## config.mk

```make
export PLATFORM = sky130hd
export DESIGN_NAME = carrier_phase_gen
export DESIGN_NICKNAME = d
export VERILOG_FILES = /design/src/rtl/cpg_pkg.sv /design/src/rtl/cpg_datapath.sv /design/src/rtl/cpg_ctrl.sv /design/src/rtl/carrier_phase_gen.sv
export SDC_FILE = /design/constraint.sdc
export NUM_CORES = 1
export LEC_CHECK = 0
export BUFFER_PORTS_ARGS = -buffer_cell sky130_fd_sc_hd__buf_4
export CORE_ASPECT_RATIO = 0.5
export CORE_MARGIN = 1
export CORE_UTILIZATION = 30
export DETAILED_ROUTE_END_ITERATION = 8
export GPL_TIMING_DRIVEN = 0
export SYNTH_ARGS = -nofsm -noshare
export SYNTH_HDL_FRONTEND = slang
export SYNTH_SLANG_ARGS = --single-unit
```

## constraint.sdc

```tcl
create_clock -name clk -period 3.5 [get_ports clk]
set_clock_uncertainty 0.15 [all_clocks]
set_input_delay 0.175 -clock clk [delete_from_list [all_inputs] [get_ports clk]]
set_output_delay 0.175 -clock clk [all_outputs]
set_load 0.02 [all_outputs]
```

## src/rtl/cpg_pkg.sv

```systemverilog
package cpg_pkg;

  typedef enum logic [1:0] {
    ST_IDLE,
    ST_WAIT,
    ST_PULSE
  } presetState_t;

  // strobes issued by the control toward the datapath
  typedef struct packed {
    logic latchPhase;
    logic loadWake;
    logic loadDrv;
    logic loadLen;
  } cpgStrobes_t;

endpackage

```

## src/rtl/cpg_datapath.sv

```systemverilog
module cpg_datapath
  import cpg_pkg::*;
#(
  parameter int HALF_CLKS   = 32,
  parameter int STEP_CLKS   = 2,
  parameter int CODE_W      = 4,
  parameter int PHASE_RESET = 1,
  parameter int DRV_DELAY   = 2048,
  parameter int WAKE_DELAY  = 4144,
  parameter int PRESET_LEN  = 1024,
  parameter int TIMER_W     = 13
) (
  input  logic                     clk,
  input  logic                     rstN,
  input  logic                     driversOn,
  input  logic [CODE_W-1:0]        phaseCode,
  input  cpgStrobes_t              ctl,
  output logic                     td1,
  output logic                     td2,
  output logic                     sampleStrobe,
  output logic signed [CODE_W:0]   phaseStepQ,
  output logic                     timerDone
);

  localparam int PERIOD = 2 * HALF_CLKS;
  localparam int CNT_W  = $clog2(PERIOD);
  localparam int STEP_W = CODE_W + 1;
  localparam logic [CODE_W-1:0] MOST_NEG = {1'b1, {(CODE_W-1){1'b0}}};

  logic [CNT_W-1:0]          carrierCnt;
  logic [CNT_W-1:0]          cntNext;
  logic signed [STEP_W-1:0]  stepVal;
  int                        tgtInt;
  logic [CNT_W-1:0]          targetCnt;
  logic [TIMER_W-1:0]        timerQ;

  // carrier counter: natural wrap for power-of-two periods
  generate
    if ((PERIOD & (PERIOD - 1)) == 0) begin : g_wrapPow2
      assign cntNext = carrierCnt + 1'b1;
    end else begin : g_wrapCmp
      assign cntNext = (carrierCnt == CNT_W'(PERIOD - 1)) ? '0 : carrierCnt + 1'b1;
    end
  endgenerate

  always_ff @(posedge clk or negedge rstN) begin
    if (!rstN) carrierCnt <= '0;
    else       carrierCnt <= cntNext;
  end

  // code decode: most negative pattern stands for the largest positive step
  always_comb begin
    if (phaseCode == MOST_NEG)
      stepVal = $signed({2'b01, {(CODE_W-1){1'b0}}});
    else
      stepVal = $signed({phaseCode[CODE_W-1], phaseCode});
  end

  always_ff @(posedge clk or negedge rstN) begin
    if (!rstN)               phaseStepQ <= STEP_W'(PHASE_RESET);
    else if (ctl.latchPhase) phaseStepQ <= stepVal;
  end

  // strobe target relative to the falling edge of td1 (count HALF_CLKS)
  always_comb begin
    tgtInt = HALF_CLKS + STEP_CLKS * int'(phaseStepQ);
    if (tgtInt < 0)            tgtInt = tgtInt + PERIOD;
    else if (tgtInt >= PERIOD) tgtInt = tgtInt - PERIOD;
  end
  assign targetCnt = tgtInt[CNT_W-1:0];

  assign td1          = driversOn && (carrierCnt < CNT_W'(HALF_CLKS));
  assign td2          = driversOn && (carrierCnt >= CNT_W'(HALF_CLKS));
  assign sampleStrobe = driversOn && (carrierCnt == targetCnt);

  // shared preload delay / length timer
  always_ff @(posedge clk or negedge rstN) begin
    if (!rstN)             timerQ <= TIMER_W'(WAKE_DELAY - 1);
    else if (ctl.loadWake) timerQ <= TIMER_W'(WAKE_DELAY - 1);
    else if (ctl.loadDrv)  timerQ <= TIMER_W'(DRV_DELAY - 1);
    else if (ctl.loadLen)  timerQ <= TIMER_W'(PRESET_LEN - 1);
    else if (timerQ != '0) timerQ <= timerQ - 1'b1;
  end
  assign timerDone = (timerQ == '0);

  AST_TD1_FALL_REF: assert property (@(posedge clk) disable iff (!rstN)
    ($fell(td1) && driversOn && $past(driversOn)) |-> (carrierCnt == CNT_W'(HALF_CLKS)));

  AST_STROBE_SINGLE: assert property (@(posedge clk) disable iff (!rstN)
    sampleStrobe |=> !sampleStrobe);

endmodule

```

## src/rtl/cpg_ctrl.sv

```systemverilog
module cpg_ctrl
  import cpg_pkg::*;
(
  input  logic        clk,
  input  logic        rstN,
  input  logic        wakeDone,
  input  logic        driversOn,
  input  logic        evalReq,
  input  logic        timerDone,
  output cpgStrobes_t ctl,
  output logic        presetPulse,
  output logic        evalWindow
);

  presetState_t st, stNext;
  logic         driversOnQ;
  logic         drvRise;

  always_ff @(posedge clk or negedge rstN) begin
    if (!rstN) driversOnQ <= 1'b0;
    else       driversOnQ <= driversOn;
  end
  assign drvRise = driversOn && !driversOnQ;

  always_comb begin
    ctl            = '0;
    stNext         = st;
    ctl.latchPhase = evalReq && evalWindow;
    if (wakeDone) begin
      ctl.loadWake = 1'b1;
      stNext       = ST_WAIT;
    end else if (drvRise) begin
      ctl.loadDrv = 1'b1;
      stNext      = ST_WAIT;
    end else begin
      case (st)
        ST_WAIT: if (timerDone) begin
          ctl.loadLen = 1'b1;
          stNext      = ST_PULSE;
        end
        ST_PULSE: if (timerDone) stNext = ST_IDLE;
        default: ;
      endcase
    end
  end

  // reset behaves as a wake-class trigger
  always_ff @(posedge clk or negedge rstN) begin
    if (!rstN) st <= ST_WAIT;
    else       st <= stNext;
  end

  always_ff @(posedge clk or negedge rstN) begin
    if (!rstN)               evalWindow <= 1'b1;
    else if (wakeDone)       evalWindow <= 1'b1;
    else if (ctl.latchPhase) evalWindow <= 1'b0;
  end

  assign presetPulse = (st == ST_PULSE);

  AST_WINDOW_CLOSE: assert property (@(posedge clk) disable iff (!rstN)
    (evalWindow && evalReq && !wakeDone) |=> !evalWindow);

  AST_WAKE_OPENS: assert property (@(posedge clk) disable iff (!rstN)
    wakeDone |=> evalWindow);

  AST_PRESET_AFTER_WAIT: assert property (@(posedge clk) disable iff (!rstN)
    $rose(presetPulse) |-> ($past(st == ST_WAIT) && $past(timerDone)));

  AST_TRIGGER_RESTART: assert property (@(posedge clk) disable iff (!rstN)
    (wakeDone || drvRise) |=> !presetPulse);

endmodule

```

## src/rtl/carrier_phase_gen.sv

```systemverilog
module carrier_phase_gen
  import cpg_pkg::*;
#(
  parameter int HALF_CLKS   = 32,
  parameter int STEP_CLKS   = 2,
  parameter int CODE_W      = 4,
  parameter int PHASE_RESET = 1,
  parameter int DRV_DELAY   = 2048,
  parameter int WAKE_DELAY  = 4144,
  parameter int PRESET_LEN  = 1024
) (
  input  logic              clk,
  input  logic              rstN,
  input  logic              wakeDone,
  input  logic              driversOn,
  input  logic              evalReq,
  input  logic [CODE_W-1:0] phaseCode,
  output logic              td1,
  output logic              td2,
  output logic              sampleStrobe,
  output logic              presetPulse,
  output logic              evalWindow
);

  localparam int MAX_DLY = (WAKE_DELAY > DRV_DELAY) ? WAKE_DELAY : DRV_DELAY;
  localparam int MAX_T   = (MAX_DLY > PRESET_LEN) ? MAX_DLY : PRESET_LEN;
  localparam int TIMER_W = $clog2(MAX_T + 1);

  cpgStrobes_t               ctl;
  logic                      timerDone;
  logic signed [CODE_W:0]    phaseStepQ;

  cpg_ctrl u_ctrl (
    .clk         (clk),
    .rstN        (rstN),
    .wakeDone    (wakeDone),
    .driversOn   (driversOn),
    .evalReq     (evalReq),
    .timerDone   (timerDone),
    .ctl         (ctl),
    .presetPulse (presetPulse),
    .evalWindow  (evalWindow)
  );

  cpg_datapath #(
    .HALF_CLKS   (HALF_CLKS),
    .STEP_CLKS   (STEP_CLKS),
    .CODE_W      (CODE_W),
    .PHASE_RESET (PHASE_RESET),
    .DRV_DELAY   (DRV_DELAY),
    .WAKE_DELAY  (WAKE_DELAY),
    .PRESET_LEN  (PRESET_LEN),
    .TIMER_W     (TIMER_W)
  ) u_dp (
    .clk          (clk),
    .rstN         (rstN),
    .driversOn    (driversOn),
    .phaseCode    (phaseCode),
    .ctl          (ctl),
    .td1          (td1),
    .td2          (td2),
    .sampleStrobe (sampleStrobe),
    .phaseStepQ   (phaseStepQ),
    .timerDone    (timerDone)
  );

  AST_PHASE_HOLD: assert property (@(posedge clk) disable iff (!rstN)
    !evalWindow |=> $stable(phaseStepQ));

  AST_DRIVE_OFF_QUIET: assert property (@(posedge clk) disable iff (!rstN)
    !driversOn |-> (!td1 && !td2 && !sampleStrobe));

endmodule

```

==> impl_metrics.json, run 1 <==
{
  "hpwlAfterDp_um": 2110,
  "path_max_fanout": 6,
  "routedWlPerCell_um": 12.5,
  "placement_rows": 17,
  "grt_overflow_total": 0,
  "slew_headroom_pct": 45.9,
  "layout_common_cells": "sky130_fd_sc_hd__dfrtp_1 (19), sky130_fd_sc_hd__buf_4 (14), sky130_fd_sc_hd__nand2_1 (12), sky130_fd_sc_hd__dfstp_2 (9)",
  "synthesized_netlist_net_count": 153,
  "worst_hold_path_type": "in2reg",
  "hold_depth": 3,
  "top_level_ports": 14,
  "routabilityCongestion": 0.773,
  "hold_viol": 0,
  "ys_seq_area_share_pct": 47.5,
  "min_period_over_period_pct": 65.2,
  "yosysWarningCount": 0,
  "final_max_slew_viol_count": 0,
  "crit_arrival_ns": 2.35,
  "clkLatencyLatePin_ns": 0.29,
  "final.setup.tns_ns": 0,
  "status": "finished clean",
  "sw_frac_of_total_pct": 22.8,
  "power_per_cell_area_mw_per_mm2": 383,
  "drt_first_pass_iters": 4,
  "ys_types": 43,
  "clock_tree.htree_level_count": 1,
  "initialDrtViolationCount": 40,
  "route.vias.total": 1127,
  "count_of_endpoints_failing_setup_in_the_final_report": 0,
  "areaGrowthSynthToFinish_pct": 20.8,
  "p_switching_uw": 158,
  "final_layout_size_suffix_gt1_share_pct": 26.4,
  "synthesis.area_per_instance_um2": 10.7,
  "worst_ep_required_time_ns": 3.56,
  "cell_area_synth_mm2": 0.00150,
  "synth_ff_type": "sky130_fd_sc_hd__dfrtp_1",
  "cts_post_setup_buffers_inserted": 0,
  "power.clock.fraction_pct": 37.7,
  "cts.sink_count": 28,
  "multiInputGateArea_um2": 748,
  "start_util_pct": 32.6,
  "regArea_um2": 712,
  "total_die_area_mm2": 0.00530,
  "grt_use_total_pct": 12.1,
  "layout.nets": 177,
  "regToRegSetupSlack_ns": 1.22,
  "placeableCoreArea_mm2": 0.00459,
  "number_of_enable_flip_flop_cells_after_synthesis": 0,
  "antenna_cells": 0,
  "timing.critical_path.to_type": "flip-flop",
  "grt_max_degree": 29,
  "power.share.combinational_pct": 10.3,
  "power_frac_seq_pct": 52.0,
  "route.antenna.remaining_nets": 0,
  "cell_internal_pwr_uw": 536,
  "layout.cells.most_common": "sky130_fd_sc_hd__dfrtp_1",
  "x_dimension_of_the_die_um": 102,
  "route.final.wire_length_um": 2870,
  "cts_made_buffers": 3,
  "first_pass_grt_wire_length_um": 4850,
  "worst_hold_startpoint": "evalReq",
  "reg2reg_depth": 6,
  "post-route-drc-count": 0,
  "timing.rr.start": "u_dp.timerQ[0]$_DFFE_PN1P_",
  "worst_pin_slew_ns": 0.810,
  "synth-seq-cells": 28,
  "power.total_uw": 694,
  "total_leakage_power_uw": 0.000721,
  "clkSlewWorstSetupHoldPaths_ns": 0.11,
  "detail_route.vias_per_cell": 4.92,
  "maxCapViolations": 0,
  "synthArstFlopShare_pct": 100,
  "netlist_instances": 140,
  "grt_antenna_before_repair": 0,
  "setup.worst_path.start_class": "flip-flop",
  "power.ir.vdd_worst_mv": 0.173,
  "rr_endpoint": "u_dp.timerQ[10]$_DFFE_PN0P_",
  "clock_tree.root_cell": "sky130_fd_sc_hd__clkbuf_8",
  "grt_pass1_vias": 1080,
  "number_of_port_buffers": 13,
  "num-fill-cells": 471,
  "max_clk_rate_mhz": 438,
  "worstSetupPathType": "reg2reg",
  "clock_tree_from_tritoncts": "yes",
  "die_height_um": 52.0,
  "grt_setup_unrepaired": "false",
  "worst_hold_endpoint": "u_ctrl.evalWindow$_DFFE_PN1P_",
  "finalCriticalPeriod_ns": 2.28,
  "buffer_depth_of_the_longest_clock_path": 2
}
[worst max-delay path by stage]
stage | startpoint | end | slack, ns | cells past startpoint
after floorplan | u_dp.timerQ[0]$_DFFE_PN1P_ | u_dp.timerQ[4]$_DFFE_PN0P_ | 1.57 | 6
after global placement | u_dp.timerQ[0]$_DFFE_PN1P_ | u_dp.timerQ[10]$_DFFE_PN0P_ | 1.27 | 6
after detailed placement | u_dp.timerQ[0]$_DFFE_PN1P_ | u_dp.timerQ[10]$_DFFE_PN0P_ | 1.23 | 6
after CTS | u_dp.timerQ[0]$_DFFE_PN1P_ | u_dp.timerQ[10]$_DFFE_PN0P_ | 1.21 | 6
after global routing | u_dp.timerQ[0]$_DFFE_PN1P_ | u_dp.timerQ[10]$_DFFE_PN0P_ | 1.09 | 6
final | u_dp.timerQ[0]$_DFFE_PN1P_ | u_dp.timerQ[10]$_DFFE_PN0P_ | 1.22 | 6
[power by group through the flow]
stage / combinational, µW / clock, µW / sequential (µW)
finish: 71.7 / 261 / 361
global route: 81.6 / 279 / 363
CTS: 73.4 / 266 / 361
detailed placement: 68.1 / 0 / 367
global placement: 66.9 / 0 / 366
floorplan: 43.0 / 0 / 363
[flip-flops by register name (all words and copies together), names as in the netlist]
| name | cells |
|---|---|
| u_dp.timerQ | 13 |
| u_dp.carrierCnt | 6 |
| u_dp.phaseStepQ | 5 |
| u_ctrl.st | 2 |
| u_ctrl.driversOnQ | 1 |
| u_ctrl.evalWindow | 1 |
[cells in the mapped netlist, types with 2 or more instances]
cell	count	share of area, %
sky130_fd_sc_hd__dfrtp_1	19	32
sky130_fd_sc_hd__nand2_1	12	3.0
sky130_fd_sc_hd__dfstp_2	9	16
sky130_fd_sc_hd__inv_1	7	1.8
sky130_fd_sc_hd__nor2_1	7	1.8
sky130_fd_sc_hd__xnor2_1	7	4.1
sky130_fd_sc_hd__nor3_1	6	2.0
sky130_fd_sc_hd__mux2_2	5	3.8
sky130_fd_sc_hd__nor2b_1	5	2.1
sky130_fd_sc_hd__xor2_1	5	2.9
sky130_fd_sc_hd__ha_1	4	3.3
sky130_fd_sc_hd__o21ai_1	4	1.3
sky130_fd_sc_hd__a311oi_1	3	1.8
sky130_fd_sc_hd__nand3_1	3	1.0
sky130_fd_sc_hd__nor3_2	3	2.0
sky130_fd_sc_hd__o21ai_0	3	1.0
sky130_fd_sc_hd__and2_1	2	0.84
sky130_fd_sc_hd__and4_1	2	1.2
sky130_fd_sc_hd__nand2b_1	2	0.84
sky130_fd_sc_hd__nand4_1	2	0.84
sky130_fd_sc_hd__nor3b_1	2	1.0
sky130_fd_sc_hd__nor4_1	2	0.84
sky130_fd_sc_hd__o22ai_1	2	0.84
sky130_fd_sc_hd__o31ai_1	2	1.0
sky130_fd_sc_hd__o41ai_1	2	1.2
sky130_fd_sc_hd__o41ai_2	2	2.2
sky130_fd_sc_hd__or3_1	2	0.84
[metal layers]
layer | track usage [%] | up-vias | wire length (µm)
li1 | - | 557 | -
met1 | 14.8 | 553 | 1390
met2 | 20.9 | 15 | 1360
met3 | 3.23 | 2 | 87
met4 | 4.29 | 0 | 34
met5 | 0 | - | 0
[critical path, cell delays in order (launching register included)]
cell                      delay [ns]
sky130_fd_sc_hd__dfstp_2        0.40
sky130_fd_sc_hd__inv_1          0.09
sky130_fd_sc_hd__ha_1           0.19
sky130_fd_sc_hd__nor3b_1        0.68
sky130_fd_sc_hd__nand2_1        0.19
sky130_fd_sc_hd__or3_1          0.34
sky130_fd_sc_hd__a31oi_1        0.17
[stage by stage]
step | hold WS (ns) | std cells | instance area (µm²) | utilization [%] | worst slack [ns]
after CTS | 0.00769 | 229 | 1810 | 39.4 | 1.21
after global placement | -0.0348 | 219 | 1680 | 36.5 | 1.27
after global routing | 0.00157 | 229 | 1810 | 39.4 | 1.09
after floorplan | -0.271 | 140 | 1500 | - | 1.57
final | 0.0150 | 229 | 1810 | 39.4 | 1.22
after detailed placement | -0.0350 | 219 | 1680 | 36.5 | 1.23
[final cells by class]
cell class	count	area share, %
multi-input cells	103	41.4
flip-flops and latches	28	39.3
repair buffers	19	8.71
well taps	66	4.56
clock buffers	3	2.28
clock inverters	1	1.66
inverters	7	1.45
plain buffers	2	0.622
[repair_timing]
action | in CTS | in global routing
resized for setup | 0 | 0
endpoints found under the hold margin | 33 | 0
hold buffers | 6 | 0
[cell families after synthesis]
kind of cell	Yosys count	synth area share (%)
fa+ha+maj	4	3.34
compound gates	23	11.8
flops	28	47.5
xor+xnor	12	7.02
simple gates	58	23.4
buf+inv	9	2.51
mux	6	4.43
Power figures use the tool's default switching activity.
==> inputs of run 2 (changes only) <==
Clock period 3.5 ns to 2.3 ns, I/O delays scaled along.
==> run 2 against run 1 <==
Effect of this change:
- critical path depth is the same
- core utilization grew 0.54 points
- routed wire length grew 1.5%
- clock power grew 52%
- power grew 52%
- cell count grew 0.87%
- sequential power grew 52%
- combinational power grew 56%
- first-iteration DRC count grew 83%
- maximum frequency grew 8.9%
- critical path type unchanged
- highest routed layer unchanged
==> impl_metrics.json, run 2 (synthesis results as in run 1) <==
{
  "instances_no_fill": 231,
  "crit_arrival_ns": 2.09,
  "power.share.combinational_pct": 10.6,
  "post-place-cells": 219,
  "clock_tree.root_cell": "sky130_fd_sc_hd__clkbuf_8",
  "cts.sink_count": 28,
  "power_per_cell_area_mw_per_mm2": 576,
  "grt_antenna_before_repair": 0,
  "placement_rows": 17,
  "timing.critical_path.slowest_cell_delay_ns": 0.47,
  "min_period_over_period_pct": 91.2,
  "multiInputGateArea_um2": 753,
  "grt_use_total_pct": 12.2,
  "sw_frac_of_total_pct": 22.7,
  "route.antenna.remaining_nets": 0,
  "grt_setup_unrepaired": "false",
  "total_leakage_power_uw": 0.000729,
  "cell_internal_pwr_uw": 817,
  "layout.nets": 179,
  "route.vias.total": 1127,
  "layout.cells.most_common": "sky130_fd_sc_hd__dfrtp_1",
  "registers.top_by_ff_count": "u_dp.timerQ",
  "routedWlPerCell_um": 12.6,
  "route.final.wire_length_um": 2910,
  "crit_slowest_cell": "sky130_fd_sc_hd__or4b_4",
  "cts_made_buffers": 3,
  "layout_common_cells": "sky130_fd_sc_hd__dfrtp_1 (19), sky130_fd_sc_hd__buf_4 (14), sky130_fd_sc_hd__nand2_1 (12), sky130_fd_sc_hd__dfstp_2 (9), sky130_fd_sc_hd__dlygate4sd3_1 (8)",
  "number_of_port_buffers": 13,
  "utilization_pct": 39.9,
  "initialDrtViolationCount": 73,
  "max_clk_rate_mhz": 477,
  "grt_pass1_vias": 1084,
  "drt_first_pass_iters": 4,
  "worstSetupPathType": "reg2reg",
  "antenna_cells": 0,
  "x_dimension_of_the_die_um": 102,
  "regToRegSetupSlack_ns": 0.20,
  "grt_max_degree": 29,
  "grt.met3_usage_pct": 3.23,
  "cts_post_setup_buffers_inserted": 0,
  "worst_ep_required_time_ns": 2.29,
  "count_of_endpoints_failing_setup_in_the_final_report": 0,
  "worst_hold_path_type": "in2async",
  "hold_viol": 0,
  "first_pass_grt_wire_length_um": 4860,
  "maxCapViolations": 0,
  "largest_register_ff_count": 13,
  "start_util_pct": 32.6,
  "crit_chain": "inv_1, ha_1, or4b_4, or3_4, nor3_2, a311oi_1",
  "crit_family": "simple AND/OR/NAND/NOR gates",
  "final_max_slew_viol_count": 0,
  "detail_route.vias_per_cell": 4.88,
  "post-route-drc-count": 0,
  "power.ir.vdd_worst_mv": 0.265,
  "placeableCoreArea_mm2": 0.00459,
  "timing.critical_path.to_type": "flip-flop",
  "count_of_buffering_cells_on_the_critical_path_with_inverters_included": 1,
  "die_height_um": 52.0,
  "top_level_ports": 14,
  "clock_tree_from_tritoncts": "yes",
  "buffer_depth_of_the_longest_clock_path": 2,
  "path_max_fanout": 4,
  "final.setup.tns_ns": 0,
  "clkSlewWorstSetupHoldPaths_ns": 0.10,
  "setup.worst_path.start_class": "flip-flop",
  "status": "finished clean",
  "p_switching_uw": 240,
  "worst_pin_slew_ns": 0.775,
  "areaGrowthSynthToFinish_pct": 22.5,
  "power_frac_seq_pct": 51.9,
  "clock_tree.htree_level_count": 1,
  "hpwlAfterDp_um": 2110,
  "finalCriticalPeriod_ns": 2.10,
  "num-fill-cells": 467,
  "power.clock.fraction_pct": 37.5,
  "slew_headroom_pct": 47.9,
  "layout_top_registers": "u_dp.timerQ: 13 flops, u_dp.carrierCnt: 6 flops, u_dp.phaseStepQ: 5 flops",
  "routabilityCongestion": 0.773,
  "grt.busiest_layer": "met2",
  "clkLatencyLatePin_ns": 0.28,
  "regArea_um2": 712,
  "grt_overflow_total": 0,
  "globalRouteMet2Util_pct": 20.9,
  "final_layout_size_suffix_gt1_share_pct": 26.7,
  "grt.met1_usage_pct": 14.9,
  "total_die_area_mm2": 0.00530
}
[run 2: changes by cell type in the layout (fill, tap and decap cells not counted)]
cell / previous run / this run
sky130_fd_sc_hd__dlygate4sd3_1: 6 / 8
sky130_fd_sc_hd__nor3b_1: 2 / 1
sky130_fd_sc_hd__nor3b_2: 0 / 1
[run 2: worst paths after layout]
kind / cells past startpoint / endpoint / from
max reg2reg: 6 / u_dp.timerQ[4]$_DFFE_PN0P_ / u_dp.timerQ[0]$_DFFE_PN1P_
min reg2reg: 1 / u_dp.carrierCnt[0]$_DFF_PN0_ / u_dp.carrierCnt[0]$_DFF_PN0_
min in group clk: 1 / u_dp.carrierCnt[0]$_DFF_PN0_ / u_dp.carrierCnt[0]$_DFF_PN0_
max: 6 / u_dp.timerQ[4]$_DFFE_PN0P_ / u_dp.timerQ[0]$_DFFE_PN1P_
max in group asynchronous: 2 / u_dp.timerQ[5]$_DFFE_PN1P_ / rstN
min: 2 / u_dp.timerQ[9]$_DFFE_PN0P_ / rstN
[run 2: area by class of cell]
cell class                 instances  area share, %
multi-input combinational        103           41.1
clock inverter                     1           1.64
inverter                           7           1.43
clock buffer                       3           2.25
buffer                             2          0.614
timing repair buffer              21           9.69
tap                               66           4.50
sequential                        28           38.8
[run 2: through the flow]
step	power, µW	instance area [µm²]	setup WS, ns	hold slack, ns
2_1_floorplan	618	1500	0.366	-0.331
3_3_place_gp	658	1680	0.0697	-0.0948
3_5_place_dp	662	1680	0.0339	-0.0950
4_1_cts	1070	1830	0.0111	0.135
5_1_grt	1100	1830	0.112	0.156
6_report	1060	1830	0.202	0.120
[run 2: routing by layer]
layer,vias up,wire (µm)
li1,559,-
met1,555,1400
met2,11,1400
met3,2,72
met4,0,34
met5,-,0
[run 2: power groups by stage]
stage	clock network (µW)	registers [µW]	logic, µW
after global routing	425	553	127
final	396	549	112
after detailed placement	0	558	104
after floorplan	0	553	65.4
after global placement	0	557	102
after CTS	405	549	114
[run 2: repair_timing]
item                                    CTS  global route
gates resized for setup                   0             1
hold buffers                              8             0
endpoints found under the setup margin    0             2
hold endpoints to repair                 37             0
